**src/rtl/oc_pkg.sv**
```systemverilog
package oc_pkg;

    localparam int BYTE_W  = 8;
    localparam int CNT_W   = 16;
    localparam int NUM_CH  = 5;
    localparam int ADDR_W  = 5;
    localparam int MODE_W  = 2 * (NUM_CH - 1);

    localparam logic [ADDR_W-1:0] A_MASK   = 5'h0A;
    localparam logic [ADDR_W-1:0] A_DATA   = 5'h0B;
    localparam logic [ADDR_W-1:0] A_FORCE  = 5'h0C;
    localparam logic [ADDR_W-1:0] A_MODE   = 5'h0D;
    localparam logic [ADDR_W-1:0] A_FLAG   = 5'h0E;
    localparam logic [ADDR_W-1:0] A_CNT_HI = 5'h10;
    localparam logic [ADDR_W-1:0] A_CNT_LO = 5'h11;

    typedef enum logic [1:0] {
        PA_NONE   = 2'b00,
        PA_TOGGLE = 2'b01,
        PA_CLEAR  = 2'b10,
        PA_SET    = 2'b11
    } pin_act_e;

    typedef enum logic {
        CMP_ARMED = 1'b0,
        CMP_HELD  = 1'b1
    } cmp_state_e;

endpackage

```
**src/rtl/oc_counter.sv**
```systemverilog
module oc_counter #(
    parameter int W = 16
) (
    input  logic         clk,
    input  logic         rst_n,
    output logic [W-1:0] count
);

    always_ff @(posedge clk or negedge rst_n) begin
        if (!rst_n) count <= '0;
        else        count <= count + 1'b1;
    end


    cnt_step_chk: assert property (@(posedge clk) disable iff (!rst_n)
        $past(rst_n) |-> (count == W'($past(count) + 1'b1)));

endmodule

```
**src/rtl/oc_channel.sv**
```systemverilog
module oc_channel import oc_pkg::*; #(
    parameter int W  = 16,
    parameter int BW = 8
) (
    input  logic          clk,
    input  logic          rst_n,
    input  logic [W-1:0]  count,
    input  logic          wr_hi,
    input  logic          wr_lo,
    input  logic [BW-1:0] wdata,
    output logic [W-1:0]  cmp_val,
    output logic          hit
);

    localparam int HI_W = W - BW;

    cmp_state_e state, state_nx;

    // compare value storage, byte-writable
    always_ff @(posedge clk or negedge rst_n) begin
        if (!rst_n) begin
            cmp_val <= '1;
        end else begin
            if (wr_hi) cmp_val[W-1:BW] <= wdata[HI_W-1:0];
            if (wr_lo) cmp_val[BW-1:0] <= wdata;
        end
    end

    // state register
    always_ff @(posedge clk or negedge rst_n) begin
        if (!rst_n) state <= CMP_ARMED;
        else        state <= state_nx;
    end

    // next state
    always_comb begin
        state_nx = CMP_ARMED;
        unique case (state)
            CMP_ARMED: state_nx = wr_hi ? CMP_HELD : CMP_ARMED;
            CMP_HELD:  state_nx = wr_hi ? CMP_HELD : CMP_ARMED;
        endcase
    end

    // outputs
    always_comb begin
        hit = 1'b0;
        unique case (state)
            CMP_ARMED: hit = (count == cmp_val);
            CMP_HELD:  hit = 1'b0;
        endcase
    end


    hold_after_hiwr_chk: assert property (@(posedge clk) disable iff (!rst_n)
        wr_hi |=> !hit);

endmodule

```
**src/rtl/oc_pin_ctrl.sv**
```systemverilog
module oc_pin_ctrl import oc_pkg::*; #(
    parameter int N = 5
) (
    input  logic               clk,
    input  logic               rst_n,
    input  logic [N-1:0]       act,
    input  logic [2*(N-1)-1:0] mode,
    input  logic [N-1:0]       mask,
    input  logic [N-1:0]       data,
    output logic [N-1:0]       pins
);

    logic [N-1:0] pins_nx;

    always_comb begin
        pins_nx = pins;
        for (int i = 1; i < N; i++) begin
            if (act[i]) begin
                unique case (pin_act_e'(mode[2*(i-1) +: 2]))
                    PA_NONE:   pins_nx[i] = pins[i];
                    PA_TOGGLE: pins_nx[i] = ~pins[i];
                    PA_CLEAR:  pins_nx[i] = 1'b0;
                    PA_SET:    pins_nx[i] = 1'b1;
                endcase
            end
        end
        // master channel applied last so it takes priority
        if (act[0]) pins_nx = (pins_nx & ~mask) | (data & mask);
    end

    always_ff @(posedge clk or negedge rst_n) begin
        if (!rst_n) pins <= '0;
        else        pins <= pins_nx;
    end


    master_override_chk: assert property (@(posedge clk) disable iff (!rst_n)
        act[0] |=> ((pins & $past(mask)) == ($past(data) & $past(mask))));


    idle_hold_chk: assert property (@(posedge clk) disable iff (!rst_n)
        !(|act) |=> $stable(pins));

endmodule

```
**src/rtl/oc_unit.sv**
```systemverilog
module oc_unit import oc_pkg::*; #(
    parameter int CW = CNT_W,
    parameter int NC = NUM_CH,
    parameter int BW = BYTE_W,
    parameter int AW = ADDR_W
) (
    input  logic          clk,
    input  logic          rst_n,
    input  logic [AW-1:0] bus_addr,
    input  logic          bus_wr,
    input  logic          bus_rd,
    input  logic [BW-1:0] bus_wdata,
    output logic [BW-1:0] bus_rdata,
    output logic [NC-1:0] oc_pins
);

    localparam int MW  = 2 * (NC - 1);
    localparam int PAD = BW - NC;

    logic [CW-1:0] count;
    logic [CW-1:0] cmp_val [NC];
    logic [NC-1:0] hit;
    logic [NC-1:0] force_act;
    logic [NC-1:0] act;
    logic [NC-1:0] mask_q, data_q, flags_q, flag_clr;
    logic [MW-1:0] mode_q;

    oc_counter #(.W(CW)) u_counter (
        .clk   (clk),
        .rst_n (rst_n),
        .count (count)
    );

    for (genvar k = 0; k < NC; k++) begin : g_ch
        localparam logic [AW-1:0] HI_ADDR = AW'(2 * k);
        localparam logic [AW-1:0] LO_ADDR = AW'(2 * k + 1);

        oc_channel #(.W(CW), .BW(BW)) u_ch (
            .clk     (clk),
            .rst_n   (rst_n),
            .count   (count),
            .wr_hi   (bus_wr && (bus_addr == HI_ADDR)),
            .wr_lo   (bus_wr && (bus_addr == LO_ADDR)),
            .wdata   (bus_wdata),
            .cmp_val (cmp_val[k]),
            .hit     (hit[k])
        );

        assign force_act[k] = bus_wr && (bus_addr == A_FORCE) && bus_wdata[BW-1-k];
    end

    assign act      = hit | force_act;
    assign flag_clr = (bus_wr && (bus_addr == A_FLAG)) ? bus_wdata[NC-1:0] : '0;

    oc_pin_ctrl #(.N(NC)) u_pins (
        .clk   (clk),
        .rst_n (rst_n),
        .act   (act),
        .mode  (mode_q),
        .mask  (mask_q),
        .data  (data_q),
        .pins  (oc_pins)
    );

    // configuration registers
    always_ff @(posedge clk or negedge rst_n) begin
        if (!rst_n) begin
            mask_q <= '0;
            data_q <= '0;
            mode_q <= '0;
        end else if (bus_wr) begin
            if (bus_addr == A_MASK) mask_q <= bus_wdata[NC-1:0];
            if (bus_addr == A_DATA) data_q <= bus_wdata[NC-1:0];
            if (bus_addr == A_MODE) mode_q <= bus_wdata[MW-1:0];
        end
    end

    // status flags: set by real matches, cleared by writing ones; set wins
    always_ff @(posedge clk or negedge rst_n) begin
        if (!rst_n) flags_q <= '0;
        else        flags_q <= (flags_q & ~flag_clr) | hit;
    end

    // read path
    always_comb begin
        bus_rdata = '0;
        if (bus_rd) begin
            for (int k = 0; k < NC; k++) begin
                if (bus_addr == AW'(2 * k))     bus_rdata = cmp_val[k][CW-1:BW];
                if (bus_addr == AW'(2 * k + 1)) bus_rdata = cmp_val[k][BW-1:0];
            end
            if (bus_addr == A_MASK)   bus_rdata = {{PAD{1'b0}}, mask_q};
            if (bus_addr == A_DATA)   bus_rdata = {{PAD{1'b0}}, data_q};
            if (bus_addr == A_MODE)   bus_rdata = mode_q;
            if (bus_addr == A_FLAG)   bus_rdata = {{PAD{1'b0}}, flags_q};
            if (bus_addr == A_CNT_HI) bus_rdata = count[CW-1:BW];
            if (bus_addr == A_CNT_LO) bus_rdata = count[BW-1:0];
        end
    end


    flag_on_hit_chk: assert property (@(posedge clk) disable iff (!rst_n)
        (|hit) |=> ((flags_q & $past(hit)) == $past(hit)));


    no_forced_flag_chk: assert property (@(posedge clk) disable iff (!rst_n)
        rst_n |=> ((flags_q & ~$past(flags_q) & ~$past(hit)) == '0));

endmodule

```
**config.mk**
```make
export PLATFORM = sky130hd
export DESIGN_NAME = oc_unit
export DESIGN_NICKNAME = d
export VERILOG_FILES = /design/src/rtl/oc_pkg.sv /design/src/rtl/oc_counter.sv /design/src/rtl/oc_channel.sv /design/src/rtl/oc_pin_ctrl.sv /design/src/rtl/oc_unit.sv
export SDC_FILE = /design/constraint.sdc
export NUM_CORES = 1
export LEC_CHECK = 0
export BUFFER_PORTS_ARGS = -buffer_cell sky130_fd_sc_hd__clkbuf_2
export CORE_MARGIN = 2
export CORE_UTILIZATION = 45
export DETAILED_ROUTE_END_ITERATION = 10
export PLACE_DENSITY_LB_ADDON = 0.1
export SYNTH_ARGS = -nofsm -noshare
export SYNTH_HDL_FRONTEND = slang
export SYNTH_SLANG_ARGS = --single-unit
```
**constraint.sdc**
```tcl
create_clock -name clk -period 4 [get_ports clk]
set_clock_uncertainty 0.05 [all_clocks]
set_input_delay 0.2 -clock clk [delete_from_list [all_inputs] [get_ports clk]]
set_output_delay 0.2 -clock clk [all_outputs]
set_load 0.005 [all_outputs]
```
**Word level (Yosys, flattened, before mapping)**

Cells that the tools add are included.

- Logic and storage cells: 135
- Bits in read-only memories: 0
- Memories kept: 0
- Register bits after elaboration: 129
- Bits in writable memories: 0
- Latch bits: 0
- Output and inout bits: 13

- Bitwise logic cells: 17
- Shift-type cells: 0
- Eq/ne operators: 33
- Multiplexer cells: 37
- Add/sub/neg operators: 1
- Reductions and logical operators: 25
- Magnitude comparators: 0
- Divide/modulo/power cells: 0
- Multiply operators: 0

Operators with widths:

| operator | number |
|---|---|
| 2-to-1 mux 8 bit | 17 |
| == test 16 bit | 5 |
| == test 5 x 4 -> 1 bit, second input constant | 7 |
| == test 5 x 3 -> 1 bit, second input constant | 4 |
| logical AND 1 bit | 17 |
| adder 16 x 1 -> 16 bit, second input constant | 1 |
| == test 2 bit, second input constant | 8 |
| case mux 1 bit (4 select lines) | 4 |
| bitwise AND 5 bit | 3 |
| OR 5 bit | 3 |
| == test 5 x 2 -> 1 bit, second input constant | 2 |
| == test 5 bit, second input constant | 2 |
| 2-to-1 mux 5 bit | 2 |
| inverter 5 bit | 2 |
| case mux 1 bit (2 select lines) | 5 |
| 2-to-1 mux 1 bit | 9 |
| inverter 1 bit | 9 |
| == test 2 x 1 -> 1 bit, second input constant | 4 |
| logical NOT 2 bit | 4 |
| AND reduction 2 bit | 3 |
| == test 5 x 1 -> 1 bit, second input constant | 1 |
| logical NOT 5 bit | 1 |

**Logic depth before layout (Yosys ltp)**

- Depth after elaboration: 18
- Depth in mapped cells: 9

**Hierarchy**

From an unflattened synthesis, not the netlist that was laid out.

- Cell total of the unflattened synthesis: 662
- Area, all modules: 7502.2 um^2

Modules (own cells, without submodules):

| module | seq. area each (um^2) | cells an instance | area an instance (um^2) | times used |
|---|---|---|---|---|
| oc_channel | 445.4 | 57 | 815.8 | 5 |
| oc_unit | 575.6 | 284 | 2408.6 | 1 |
| oc_counter | 400.4 | 57 | 701.9 | 1 |
| oc_pin_ctrl | 125.1 | 36 | 312.8 | 1 |

**Worst setup path before layout**

No wires, ideal clock.

- Kind: register -> output
- From: register g_ch[2].u_ch.cmp_val[8]
- To: output bus_rdata[0]
- Setup slack: 2.072 ns
- Arrival: 1.678 ns
- Path buffers: 0
- Stages on the path, launching flop included: 7
- Path through: dfstp_2 -> o21ai_2 -> a2111oi_2 -> a221oi_1 -> a2111oi_1 -> a211oi_1 -> a211oi_1

- Word-level cells in the longest chain between the ends: 13

Ends and longest elaborated chain:

| item | line | text |
|---|---|---|
| start, declared | oc_channel.sv:11 | `output logic [W-1:0] cmp_val,` |
| start signal, assigned by index | oc_channel.sv:24 | `if (wr_hi) cmp_val[W-1:BW] <= wdata[HI_W-1:0];` |
| start signal, assigned by index | oc_channel.sv:25 | `if (wr_lo) cmp_val[BW-1:0] <= wdata;` |
| 2-to-1 mux 8 bit | oc_unit.sv:89 | `if (bus_addr == AW'(2 * k)) bus_rdata = cmp_val[k][CW-1:BW];` |
| 2-to-1 mux 8 bit | oc_unit.sv:90 | `if (bus_addr == AW'(2 * k + 1)) bus_rdata = cmp_val[k][BW-1:0];` |
| 2-to-1 mux 8 bit | oc_unit.sv:89 |  |
| 2-to-1 mux 8 bit | oc_unit.sv:90 |  |
| 2-to-1 mux 8 bit | oc_unit.sv:89 |  |
| 2-to-1 mux 8 bit | oc_unit.sv:90 |  |
| 2-to-1 mux 8 bit | oc_unit.sv:92 | `if (bus_addr == A_MASK) bus_rdata = {{PAD{1'b0}}, mask_q};` |
| 2-to-1 mux 8 bit | oc_unit.sv:93 | `if (bus_addr == A_DATA) bus_rdata = {{PAD{1'b0}}, data_q};` |
| 2-to-1 mux 8 bit | oc_unit.sv:94 | `if (bus_addr == A_MODE) bus_rdata = mode_q;` |
| 2-to-1 mux 8 bit | oc_unit.sv:95 | `if (bus_addr == A_FLAG) bus_rdata = {{PAD{1'b0}}, flags_q};` |
| 2-to-1 mux 8 bit | oc_unit.sv:96 | `if (bus_addr == A_CNT_HI) bus_rdata = count[CW-1:BW];` |
| 2-to-1 mux 8 bit | oc_unit.sv:97 | `if (bus_addr == A_CNT_LO) bus_rdata = count[BW-1:0];` |
| 2-to-1 mux 8 bit | oc_unit.sv:87 | `if (bus_rd) begin` |
| end, declared | oc_unit.sv:13 | `output logic [BW-1:0] bus_rdata,` |

Every way passes these cells.

**Worst setup path after layout**

- From: input bus_addr[1]
- To: output bus_rdata[7]

- Word-level cells in the longest chain between the ends: 18
- Elaborated cells between the ends (all ways): 33
- Classes of those cells: eq/ne (15); mux (17); reduce/logical (1)

Ends and longest elaborated chain:

| item | line | text |
|---|---|---|
| start, declared | oc_unit.sv:9 | `input logic [AW-1:0] bus_addr,` |
| logical NOT 5 bit | oc_unit.sv:89 |  |
| 2-to-1 mux 8 bit | oc_unit.sv:89 |  |
| 2-to-1 mux 8 bit | oc_unit.sv:90 |  |
| 2-to-1 mux 8 bit | oc_unit.sv:89 |  |
| 2-to-1 mux 8 bit | oc_unit.sv:90 |  |
| 2-to-1 mux 8 bit | oc_unit.sv:89 |  |
| 2-to-1 mux 8 bit | oc_unit.sv:90 |  |
| 2-to-1 mux 8 bit | oc_unit.sv:89 |  |
| [2 not listed] | -- |  |
| 2-to-1 mux 8 bit | oc_unit.sv:90 |  |
| 2-to-1 mux 8 bit | oc_unit.sv:92 |  |
| 2-to-1 mux 8 bit | oc_unit.sv:93 |  |
| 2-to-1 mux 8 bit | oc_unit.sv:94 |  |
| 2-to-1 mux 8 bit | oc_unit.sv:95 |  |
| 2-to-1 mux 8 bit | oc_unit.sv:96 |  |
| 2-to-1 mux 8 bit (*) | oc_unit.sv:97 |  |
| 2-to-1 mux 8 bit (*) | oc_unit.sv:87 |  |

Every way passes the cells marked *; elsewhere a longest branch is shown, timed or not.

==> results.txt <==
----------------------------------------------------
[Yosys]
  Count of synthesis-stage warnings from yosys ... 0
  Synth cell types ... 66
  Main combinational cell family by area after synthesis ... simple AND/OR/NAND/NOR gates
  Fraction of the mapped netlist area in adder cells ... 0.00169
  Number of storage elements in the synthesis netlist ... 129
  Xor and xnor area share after synthesis ... 0.111
  Share of the synthesized area in the top cell type ... 0.284
  Post-synthesis async set-or-reset flop share ... 1.00
  Synthesized-area fraction occupied by ao, oa, aoi and oai cells ... 0.0983
  Post-synthesis mux area share ... 0.148
  Dominant cell type by area after synthesis ... dfstp_2
  Top flip-flop cell by instance count after synthesis ... dfstp_2
  Post-Syn Nets ... 729
  Sequential area share after synthesis ... 0.449
  Cell Area, Synth ... 7410 um^2
  Cell count after synthesis ... 711
  Cell types occupying the most area after synthesis ... dfstp_2 28%, dfrtp_1 17%, mux2_2 12%
  Area share of and/or/nand/nor cells after synthesis ... 0.158
  Post-synth EDFFs ... 0
  Post-Synthesis Mean Instance Area ... 10.4 um^2

[Placement]
  Placed wire-length estimate ... 17200 um
  Weighted congestion at the end of routability-driven global placement ... 0.963
  Placed instance count ... 918
  Buffers added on ports ... 29

[Critical path]
  Data arrival time at the worst-slack endpoint ... 2.68 ns
  Startpoint-to-endpoint class of the critical path ... input port to primary output
  Critical Path End Type ... primary output
  Startpoint kind of the worst setup timing path ... input port
  WP data required ... 3.75 ns
  Largest driver fanout on the critical path ... 31
  Cell depth of the worst flop-to-flop path ... 6

[Layout]
  FF/Latch Area ... 3330 um^2
  Net count reported at finish ... 740
  Most common cell after layout, fill and taps aside ... nand2_1
  End-of-flow core utilization ... 0.515
  Area delta synth->final ... 11.2%
  Antenna Diode Count ... 0
  Most frequent cells in the layout ... 100 x nand2_1, 82 x mux2_2, 81 x xor2_1
  Area occupied by multi-input gates ... 3830 um^2
  Fraction of final layout cells with drive strength greater than 1 ... 0.332
  Final cell count without fillers ... 951
  Fillers ... 1507

[Floorplanning]
  Core region area ... 16000 um^2
  Site Rows ... 46
  Area of the die ... 17500 um^2
  Horizontal die dimension ... 132 um
  Top Ports ... 30
  Starting density of the core ... 0.463
  Height of the die ... 132 um

[Timing]
  Final cycle utilization of the critical path ... 0.732
  Setup-failing EPs final ... 0
  Fin crit period ... 2.93 ns
  Worst hold-check slack ... 0.199 ns
  Total count of hold-check failures in the final report ... 0
  Slew at the pin closest to its max-slew limit ... 0.899 ns
  Slew Viols, Final ... 0
  Upper clock frequency limit ... 0.341 GHz
  Setup repair after global routing missed its margin ... false
  Max_slew headroom ... 0.396
  Post-route setup TNS ... 0 ns

[Worst hold path]
  Cell count of the worst hold path ... 3
  Class of the tightest hold or removal check ... input port to flop

[Route]
  Final antenna-violating net count ... 0
  DRC violation count after routing ... 0
  Count of TritonRoute iterations in the first routing pass ... 5
  DRC marker count from the first detailed-route iteration ... 580
  Drt wl/cell ... 25.9 um
  Detailed Route WL ... 24600 um
  Number of vias per cell after detailed routing ... 6.10
  Vias ... 5799

[Clock tree]
  Library cell used as clock root buffer ... clkbuf_16
  H-tree levels ... 4
  Clock-pin slew on the worst setup and hold paths ... 0.06 ns
  Clock Sink Count ... 129
  Buffer depth of the longest clock path ... 2
  Worst-Skew Late Latency ... 0.43 ns
  CTS tree ... done
  Total clock buffers created by CTS ... 17

[Global route]
  First-pass GRT wire length ... 37400 um
  Overall fraction of global-route tracks in use ... 0.293
  Number of antenna violations at the first check in global routing ... 0
  Via count of the first global-routing pass ... 5763
  Largest net degree at the start of global routing ... 69
  Total grt overflow ... 0

[Pwr]
  Power Dens Cells ... 486 nW/um^2
  Maximum vdd ir drop ... 0.382 mV
  Static Leakage ... 3.64 nW

[Run]
  Max-cap violations ... 0

[Outcome]
  Result of the run ... completed

----------------------------------------------------
## flip-flops by register name, summed over array words and instances, names as in the netlist, named ones only
name,flops
mode_q,8
mask_q,5
g_ch.u_ch.state,5
flags_q,5
u_counter.count,16
data_q,5
g_ch.u_ch.cmp_val,80
u_pins.pins,4
## worst max-delay path, cell delays in order
cell	delay (ns)
clkbuf_2	0.42
nand2b_1	0.53
nor3_2	0.62
nand2_1	0.11
o21ai_0	0.17
a2111oi_2	0.09
a211oi_1	0.35
clkbuf_2	0.18
## final timing paths
kind,startpoint,end,slack (ns)
worst max-delay path,bus_addr[1],bus_rdata[7],1.07
worst min-delay path,bus_wdata[0],g_ch[0].u_ch.cmp_val[8]$_DFFE_PN1P_,0.20
worst max register to register,u_counter.count[5]$_DFF_PN0_,u_pins.pins[3]$_DFF_PN0_,1.46
worst min register to register,g_ch[1].u_ch.cmp_val[9]$_DFFE_PN1P_,g_ch[1].u_ch.cmp_val[9]$_DFFE_PN1P_,0.44
max in group asynchronous,rst_n,g_ch[3].u_ch.cmp_val[8]$_DFFE_PN1P_,2.68
min in group asynchronous,rst_n,u_counter.count[8]$_DFF_PN0_,0.35
## cell usage after synthesis (13+ instances only)
library cell	n
xor2_1	81
nand3_1	17
o21ai_0	16
buf_2	20
clkbuf_1	17
dfrtp_1	49
dfstp_2	80
nand2_1	100
nor3_1	17
a21oi_1	20
nor4_1	17
xnor2_1	13
nor2_1	31
mux2_2	82
## where the power goes
group / internal (mW) / switching [mW] / leakage, nW
clock: 0.892 / 0.616 / 0.268
combinational: 0.308 / 0.288 / 1.92
sequential: 1.64 / 0.267 / 1.45
## metal layers
metal,wire length [um],part of all wire,vias to the layer above,GRT usage
met3,1680,0.068,34,0.0600
met1,11100,0.45,2995,0.412
met4,525,0.021,0,0.103
met5,0,0,-,0
li1,-,-,2551,-
met2,11300,0.46,219,0.449
## what timing repair did
action                    4_1_cts  5_1_grt
setup buffers                   0        0
hold buffers                    1        0
hold endpoints to repair       39        0
resized for setup               0        0
## per-stage QoR
step / area [um^2] / power [mW] / setup slack, ns
6_report: 8240 / 4.01 / 1.07
5_1_grt: 8240 / 4.17 / 0.873
4_1_cts: 8240 / 4.02 / 1.11
3_5_place_dp: 7660 / 2.50 / 1.11
3_3_place_gp: 7660 / 2.48 / 1.14
2_1_floorplan: 7410 / 2.25 / 2.07
## kinds of logic (layout without fill, tap and decap cells)
logic type / Yosys count / in the layout
adder cells (fa/ha/maj): 1 / 1
AO/OA/AOI/OAI: 101 / 101
multiplexers: 94 / 94
XOR/XNOR: 94 / 94
buffers and inverters: 54 / 78
flip-flops: 129 / 129
AND/OR/NAND/NOR: 238 / 238
## area by class of cell
type | count | share of cell area
clock buffers | 20 | 0.0556
inverters | 12 | 0.00547
flip-flops and latches | 129 | 0.404
multi-input cells | 528 | 0.465
clock inverters | 12 | 0.0131
well taps | 216 | 0.0328
repair buffers | 34 | 0.0243
Power figures use the tool's default switching activity.
